## config.mk

```make
export PLATFORM = sky130hd
export DESIGN_NAME = dram_perf_mon
export DESIGN_NICKNAME = d
export VERILOG_FILES = /design/src/rtl/dram_perf_mon.sv
export SDC_FILE = /design/constraint.sdc
export NUM_CORES = 2
export LEC_CHECK = 0
export BUFFER_PORTS_ARGS = -buffer_cell sky130_fd_sc_hd__buf_2
export CAP_MARGIN = 25
export CORE_MARGIN = 2
export CORE_UTILIZATION = 30
export DETAILED_ROUTE_END_ITERATION = 8
export PLACE_DENSITY_LB_ADDON = 0.12
export SETUP_SLACK_MARGIN = 0.15
export SLEW_MARGIN = 0
export SYNTH_ARGS = -nofsm -noshare
export SYNTH_HDL_FRONTEND = slang
export SYNTH_SLANG_ARGS = --single-unit
```

## constraint.sdc

```tcl
create_clock -name clk -period 5.16 [get_ports clk]
set_clock_uncertainty 0.2 [all_clocks]
set_input_delay 1.032 -clock clk [delete_from_list [all_inputs] [get_ports clk]]
set_output_delay 1.032 -clock clk [all_outputs]
set_load 0.02 [all_outputs]
```

## src/rtl/dram_perf_mon.sv

```systemverilog
module dram_perf_mon #(
  parameter int NUM_CNT = 8,
  parameter int CNT_W   = 48,
  parameter int ADDR_W  = 16,
  parameter int EVT_W   = 63
) (
  input  logic              clk,
  input  logic              rst_n,
  input  logic              bus_wr,
  input  logic [ADDR_W-1:0] bus_addr,
  input  logic [63:0]       bus_wdata,
  output logic [63:0]       bus_rdata,
  input  logic [EVT_W-1:0]  evt_lines,
  input  logic              dram_rd_strobe,
  input  logic              dram_wr_strobe
);
  localparam logic [ADDR_W-1:0] A_MODE  = ADDR_W'(16'h8020);
  localparam logic [ADDR_W-1:0] A_START = ADDR_W'(16'h8028);
  localparam logic [ADDR_W-1:0] A_END   = ADDR_W'(16'h8030);
  localparam logic [ADDR_W-1:0] A_ENDST = ADDR_W'(16'h8038);
  localparam int                A_CFG   = 'h8040;
  localparam int                A_VAL   = 'h8080;
  localparam logic [ADDR_W-1:0] A_FREN  = ADDR_W'(16'h80C0);
  localparam logic [ADDR_W-1:0] A_FCLR  = ADDR_W'(16'h80C8);
  localparam logic [ADDR_W-1:0] A_WRV   = ADDR_W'(16'h80D0);
  localparam logic [ADDR_W-1:0] A_RDV   = ADDR_W'(16'h80D8);

  logic              mode_q, active_q, ended_q;
  logic [1:0]        fr_en_q;
  logic [CNT_W-1:0]  rd_val_q, wr_val_q;
  logic              rd_ovf_q, wr_ovf_q;
  logic [63:0]       cfg_q    [NUM_CNT];
  logic [CNT_W-1:0]  pc_val_q [NUM_CNT];
  logic              pc_ovf_q [NUM_CNT];

  wire hit_start = bus_wr && bus_addr == A_START && bus_wdata[0];
  wire hit_end   = bus_wr && bus_addr == A_END && bus_wdata[0];
  wire sess_clr  = hit_start && mode_q && !active_q;
  wire clr_wr    = bus_wr && bus_addr == A_FCLR && bus_wdata[0];
  wire clr_rd    = bus_wr && bus_addr == A_FCLR && bus_wdata[1];

  always_ff @(posedge clk or negedge rst_n) begin
    if (!rst_n) begin
      mode_q   <= 1'b0;
      active_q <= 1'b0;
      ended_q  <= 1'b0;
      fr_en_q  <= '0;
    end else begin
      if (bus_wr && bus_addr == A_MODE) mode_q <= bus_wdata[0];
      if (bus_wr && bus_addr == A_FREN) fr_en_q <= bus_wdata[1:0];
      if (sess_clr) begin
        active_q <= 1'b1;
        ended_q  <= 1'b0;
      end else if (hit_end && active_q) begin
        active_q <= 1'b0;
        ended_q  <= 1'b1;
      end
    end
  end

  always_ff @(posedge clk or negedge rst_n) begin
    if (!rst_n) begin
      rd_val_q <= '0;
      rd_ovf_q <= 1'b0;
    end else if (clr_rd) begin
      rd_val_q <= '0;
      rd_ovf_q <= 1'b0;
    end else if (fr_en_q[1] && dram_rd_strobe) begin
      rd_val_q <= rd_val_q + 1'b1;
      if (&rd_val_q) rd_ovf_q <= 1'b1;
    end
  end

  always_ff @(posedge clk or negedge rst_n) begin
    if (!rst_n) begin
      wr_val_q <= '0;
      wr_ovf_q <= 1'b0;
    end else if (clr_wr) begin
      wr_val_q <= '0;
      wr_ovf_q <= 1'b0;
    end else if (fr_en_q[0] && dram_wr_strobe) begin
      wr_val_q <= wr_val_q + 1'b1;
      if (&wr_val_q) wr_ovf_q <= 1'b1;
    end
  end

  for (genvar i = 0; i < NUM_CNT; i++) begin : g_pc
    wire cfg_hit = bus_wr && bus_addr == ADDR_W'(A_CFG + 8 * i);
    wire bump    = active_q && cfg_q[i][63] && |(cfg_q[i][EVT_W-1:0] & evt_lines);

    always_ff @(posedge clk or negedge rst_n) begin
      if (!rst_n) cfg_q[i] <= '0;
      else if (cfg_hit) cfg_q[i] <= bus_wdata;
    end

    always_ff @(posedge clk or negedge rst_n) begin
      if (!rst_n) begin
        pc_val_q[i] <= '0;
        pc_ovf_q[i] <= 1'b0;
      end else if (sess_clr) begin
        pc_val_q[i] <= '0;
        pc_ovf_q[i] <= 1'b0;
      end else if (bump) begin
        pc_val_q[i] <= pc_val_q[i] + 1'b1;
        if (&pc_val_q[i]) pc_ovf_q[i] <= 1'b1;
      end
    end
  end

  always_comb begin
    bus_rdata = '0;
    case (bus_addr)
      A_MODE:  bus_rdata = {63'b0, mode_q};
      A_START: bus_rdata = {62'b0, active_q, 1'b0};
      A_ENDST: bus_rdata = {63'b0, ended_q};
      A_FREN:  bus_rdata = {62'b0, fr_en_q};
      A_WRV:   bus_rdata = 64'({wr_ovf_q, wr_val_q});
      A_RDV:   bus_rdata = 64'({rd_ovf_q, rd_val_q});
      default: ;
    endcase
    for (int i = 0; i < NUM_CNT; i++) begin
      if (bus_addr == ADDR_W'(A_CFG + 8 * i)) bus_rdata = cfg_q[i];
      if (bus_addr == ADDR_W'(A_VAL + 8 * i)) bus_rdata = 64'({pc_ovf_q[i], pc_val_q[i]});
    end
  end
endmodule


```

; After elaboration in Yosys (flattened, before gate mapping)
; Cells that the tools add are included.
[totals]
out_inout_bits = 64
regBits = 1007
inputBits = 148
[classes]
add_sub_neg = 10
mux = 71
reduce_logical = 88
bitwise = 8
n_eq_ne = 24
[op_table]
columns = op, n
row1 = $mux W64, 16
row2 = $mux W48, 20
row3 = $and A63 B63 Y63, 8
row4 = $reduce_or A63 Y1, 8
row5 = $add A48 B1 Y48 const B, 10
row6 = $reduce_and A48 Y1, 10
row7 = $eq A16 B16 Y1 const B, 24
row8 = $pmux W49 S6, 1
row9 = $reduce_bool A2 Y1, 21
row10 = $logic_and A1 B1 Y1, 38
row11 = $mux W1, 34
row12 = $reduce_and A2 Y1, 10
row13 = $logic_not A1 Y1, 1

; Logic depth before layout (Yosys ltp)
[depth]
depth_word = 18
depth_mapped = 12

; Worst setup path before layout
; Ideal clock, no wire load.
[synth_timing]
kind = input-to-output
start = in bus_addr[13]
end = out bus_rdata[17]
n_path_buf = 3
arrival_ps = 3931
t_required_ps = 3928
slack_ps = -3
cell_stages = 9
cell_sequence = or4b_1 -> clkbuf_1 -> clkbuf_1 -> nor4_2 -> clkbuf_1 -> a21oi_1 -> o21ai_0 -> a221oi_1 -> o41ai_1
[synth_via]
elab_chain_len = 18
[synth_rtl]
columns = element, line_no
row1 = start: declaration, 10  ; input logic [ADDR_W-1:0] bus_addr,
row2 = $eq A16 B16 Y1, 112  ; case (bus_addr)
row3 = $pmux W49 S6, 112
row4 = $mux W64, 122  ; if (bus_addr == ADDR_W'(A_CFG + 8 * i)) bus_rdata = cfg_q[i];
row5 = $mux W64, 123  ; if (bus_addr == ADDR_W'(A_VAL + 8 * i)) bus_rdata = 64'({pc_ovf_q[i], pc_val_q[i]});
row6 = $mux W64, 122
row7 = $mux W64, 123
row8 = $mux W64, 122
row9 = $mux W64, 123
row10 = [2 not listed], -
row11 = $mux W64, 122
row12 = $mux W64, 123
row13 = $mux W64, 122
row14 = $mux W64, 123
row15 = $mux W64, 122
row16 = $mux W64, 123
row17 = $mux W64, 122
row18 = $mux W64 (*), 123
row19 = end: declaration, 12  ; output logic [63:0] bus_rdata,
; Every way passes the cells marked *; elsewhere a longest branch is shown, timed or not.

; Worst setup path in the final report
[layout_timing]
start = in bus_addr[14]
end = out bus_rdata[37]
; The elaborated chain is that of the path after synthesis.

==> impl_metrics.py <==
metrics = {
    "outcome": {
        "status": "finished with violations",
        "failed_checks": "DRC, setup timing",
    },
    "clock_network": {
        "cts_tree": "done",
        "clkSlewWorstSetupHoldPaths_ns": 0.06,
        "htree_num_levels": 3,
        "clk_latency_ns": 0.83,
        "root_buffer": "clkbuf_16",
        "clk_path_buf_depth": 3,
        "numCtsBuffers": 121,
        "clock-sinks": 1007,
    },
    "logic_synthesis": {
        "ys_warn_count": 0,
        "ys_seq_area_share_pct": 46.6,
        "synth_fp_nets": 5529,
        "async_flop_share_pct": 100,
        "synth_seq_cells": 1007,
        "syn_area_sq_um": 54100,
        "synth_cells": 5371,
        "synth-main-ff-cell": "dfrtp_1",
        "synth.distinct_cells": 77,
        "synth_area_per_cell_sq_um": 10.1,
        "synth_edf_count": 0,
    },
    "finish": {
        "nNetsFinal": 6106,
        "syn_to_final_growth_pct": 28.1,
        "drive_above_1_share_pct": 30.3,
        "register_area_sq_um": 25200,
        "fin_cells": 8430,
        "design_area_sq_um": 69300,
        "nFillCells": 17800,
        "multi_input_area_sq_um": 28900,
        "final_util_pct": 38.8,
    },
    "setup_path": {
        "cp_slowest_cell": "a222oi_1",
        "endpoint_kind": "primary output",
        "r2r-end": "pc_val_q[373]",
        "crit_chain": "buf_2, or4_4, buf_6, nor4_4, buf_4, buf_8, buf_12, a222oi_1, nand3_1, buf_12, a21oi_2, a21oi_1, buf_4, buf_2",
        "rr_startpoint": "pc_val_q[346]",
        "reg2reg_depth": 8,
        "required_ns": 3.93,
        "cp_top_family": "buffers and inverters",
        "path_class": "in2out",
        "rrSetupSlack_ns": 0.91,
        "cp-start-kind": "input pin",
        "path_buf_inv": 8,
        "critical_path_arrival_ns": 4.09,
        "critPathMaxStageDelay_ns": 0.96,
        "critPathMaxFanout": 8,
    },
    "die": {
        "dieHeight_um": 429,
        "dieArea_sq_um": 184000,
        "initial_core_util_pct": 30.3,
        "ios": 212,
        "die_w_um": 429,
        "core.rowCount": 155,
        "core_sq_um": 179000,
    },
    "grt": {
        "grt_overflow": 0,
        "grt_pass1_vias": 50200,
        "grt_usage_pct": 37.7,
        "grt_pass1_wl_um": 471000,
        "grt_max_degree": 91,
        "grt_antenna_before_repair": 48,
    },
    "routing": {
        "wire_per_inst_um": 42.5,
        "drc": 23,
        "route.vias.total": 55600,
        "drt_first_pass_iters": 9,
        "drtAntennaViolNets": 0,
        "routed_wl_um": 358000,
        "viasPerCell": 6.60,
        "dr.first_iter.drc_count": 8924,
    },
    "place": {
        "dp.cells": 8062,
        "place_area_sq_um": 61600,
        "post-dp-hpwl_um": 281000,
        "gp_congestion": 1.07,
        "port_buffers": 211,
    },
    "timing": {
        "setup_slack_ns": -0.162,
        "whs_ns": 0.0354,
        "tightest_slew_ns": 1.40,
        "finalSetupViolCount": 17,
        "hold_viol": 0,
        "fmaxAchievable_ghz": 0.188,
        "drv_slew": 0,
        "finalCriticalPeriod_ns": 5.32,
        "post-route-period-util_pct": 103,
        "maxSlewHeadroom_pct": 6.98,
        "grt_setup_unrepaired": "true",
    },
    "job": {
        "maxCapViolCount": 0,
    },
    "power_and_ir_drop": {
        "p_leak_uw": 0.0310,
        "power_density_nw_per_um2": 260,
        "ir_drop_mv": 0.392,
    },
    "hold_path": {
        "hold_class": "in2async",
    },
}
-- area by class of cell --
type / count / area share [%]
clock buffer: 179 / 5.06
inverter: 93 / 0.504
antenna: 23 / 0.0830
sequential: 1007 / 36.3
clock inverter: 48 / 1.05
timing repair buffer: 849 / 11.1
multi-input combinational: 3876 / 41.6
tap: 2355 / 4.25
-- synth_stat cells, types with 8 or more instances --
cell	instances	area (sq um)
nand3_1	209	1050
nor3_1	99	495
mux2_2	514	5790
o2111ai_1	8	70.1
o21ai_0	195	976
o22a_1	9	78.8
or4_1	131	983
and2_1	26	163
nor4_2	9	113
buf_1	25	93.8
a221oi_1	183	1600
a222oi_1	100	1000
o221ai_1	25	219
a31oi_1	14	87.6
nand4b_1	9	78.8
ha_1	10	125
xor2_1	76	666
o31ai_1	113	848
nand2_1	380	1430
mux2i_1	45	450
a22o_1	124	1090
dfrtp_1	1007	25200
o22ai_1	54	338
inv_1	93	349
xnor2_1	108	946
nor3b_1	10	75.1
nor4_1	71	444
a22oi_1	116	871
a211oi_1	9	67.6
nand4_1	168	1050
buf_2	30	150
and4_1	28	245
or3_1	136	851
nand2b_1	33	206
and3_1	81	507
nor2b_1	8	50.1
nor2_1	335	1260
o21a_1	9	67.6
a21oi_1	271	1360
clkbuf_1	339	1270
nor4b_1	10	87.6
and4b_1	9	90.1
o211ai_1	46	345
a221o_1	20	200
or2_2	12	75.1
-- power by group --
part           switching [uW]  internal [uW]  leakage [uW]
clock                    3900           5410       0.00207
combinational             660            129        0.0149
sequential               3.59           7900        0.0140
-- worst register-to-register path, cell delays in order (launching register included) --
cell     delay [ns]
dfrtp_1        0.59
nand4_1        0.27
nor4_1         0.55
nand4_1        0.15
buf_4          0.19
nor4_1         0.58
nand4_1        0.81
or3_1          0.62
a21oi_1        0.15
-- state kept, by name (all words and copies together) (netlist names) --
register / count
active_q: 1
cfg_q: 512
ended_q: 1
fr_en_q: 2
mode_q: 1
pc_ovf_q: 8
pc_val_q: 384
rd_ovf_q: 1
rd_val_q: 48
wr_ovf_q: 1
wr_val_q: 48
-- cells in the final DEF (no fill, tap or decap), types with 93 or more instances in the layout --
cell / instances
nand2_1: 348
nor3_1: 93
a221oi_1: 165
a22o_1: 122
o31ai_1: 109
buf_2: 154
xnor2_1: 108
mux2_2: 514
a22oi_1: 97
dfrtp_1: 1007
buf_4: 464
buf_6: 130
o21ai_0: 163
a222oi_1: 100
clkbuf_16: 121
inv_1: 93
or4_1: 121
nand3_1: 192
nand4_1: 168
a21oi_1: 259
nor2_1: 323
or3_1: 136
-- routing by layer --
metal	share of wire (%)	vias to the layer above	GRT usage, %
li1	-	21900	-
met1	43	29200	54.5
met2	39	3730	50.6
met3	12	772	10.9
met4	6.0	26	18.9
met5	0.048	-	0
-- how the worst max path moves through the flow --
stage	from	end	cells past startpoint
floorplan	bus_addr[13]	bus_rdata[28]	10
global placement	bus_addr[15]	bus_rdata[31]	13
detailed placement	bus_addr[13]	bus_rdata[11]	14
CTS	bus_addr[11]	bus_rdata[31]	15
global route	bus_addr[8]	bus_rdata[17]	12
finish	bus_addr[14]	bus_rdata[37]	14
-- kinds of logic (layout without fill, tap and decap cells) --
logic type	Yosys count	after routing	synth area share (%)
and+or+nand+nor	1790	1791	17.6
AOI/OAI and AO/OA	1332	1332	17.6
DFF	1007	1007	46.6
muxes	559	559	11.5
buffers and inverters	489	1169	3.48
xor gates and xnor gates	184	184	2.98
adders and majority gates	10	10	0.231
other	0	23	0
-- through the flow --
| step | setup TNS (ns) | setup WS [ns] | total power [uW] |
|---|---|---|---|
| CTS | -0.449 | -0.0688 | 18100 |
| global placement | -26.19 | -0.926 | 8780 |
| global route | -0.972 | -0.105 | 18400 |
| detailed placement | -26.07 | -0.907 | 8770 |
| floorplan | 0 | 0.198 | 8140 |
| finish | -0.909 | -0.162 | 18000 |
-- timing repair --
item,CTS,global route
setup buffers,55,53
endpoints found under the setup margin,64,56
resized for setup,413,151
hold buffers,0,0
pin swaps,140,91
gates cloned,7,1
Note: power is estimated with default switching activity, not from simulation.
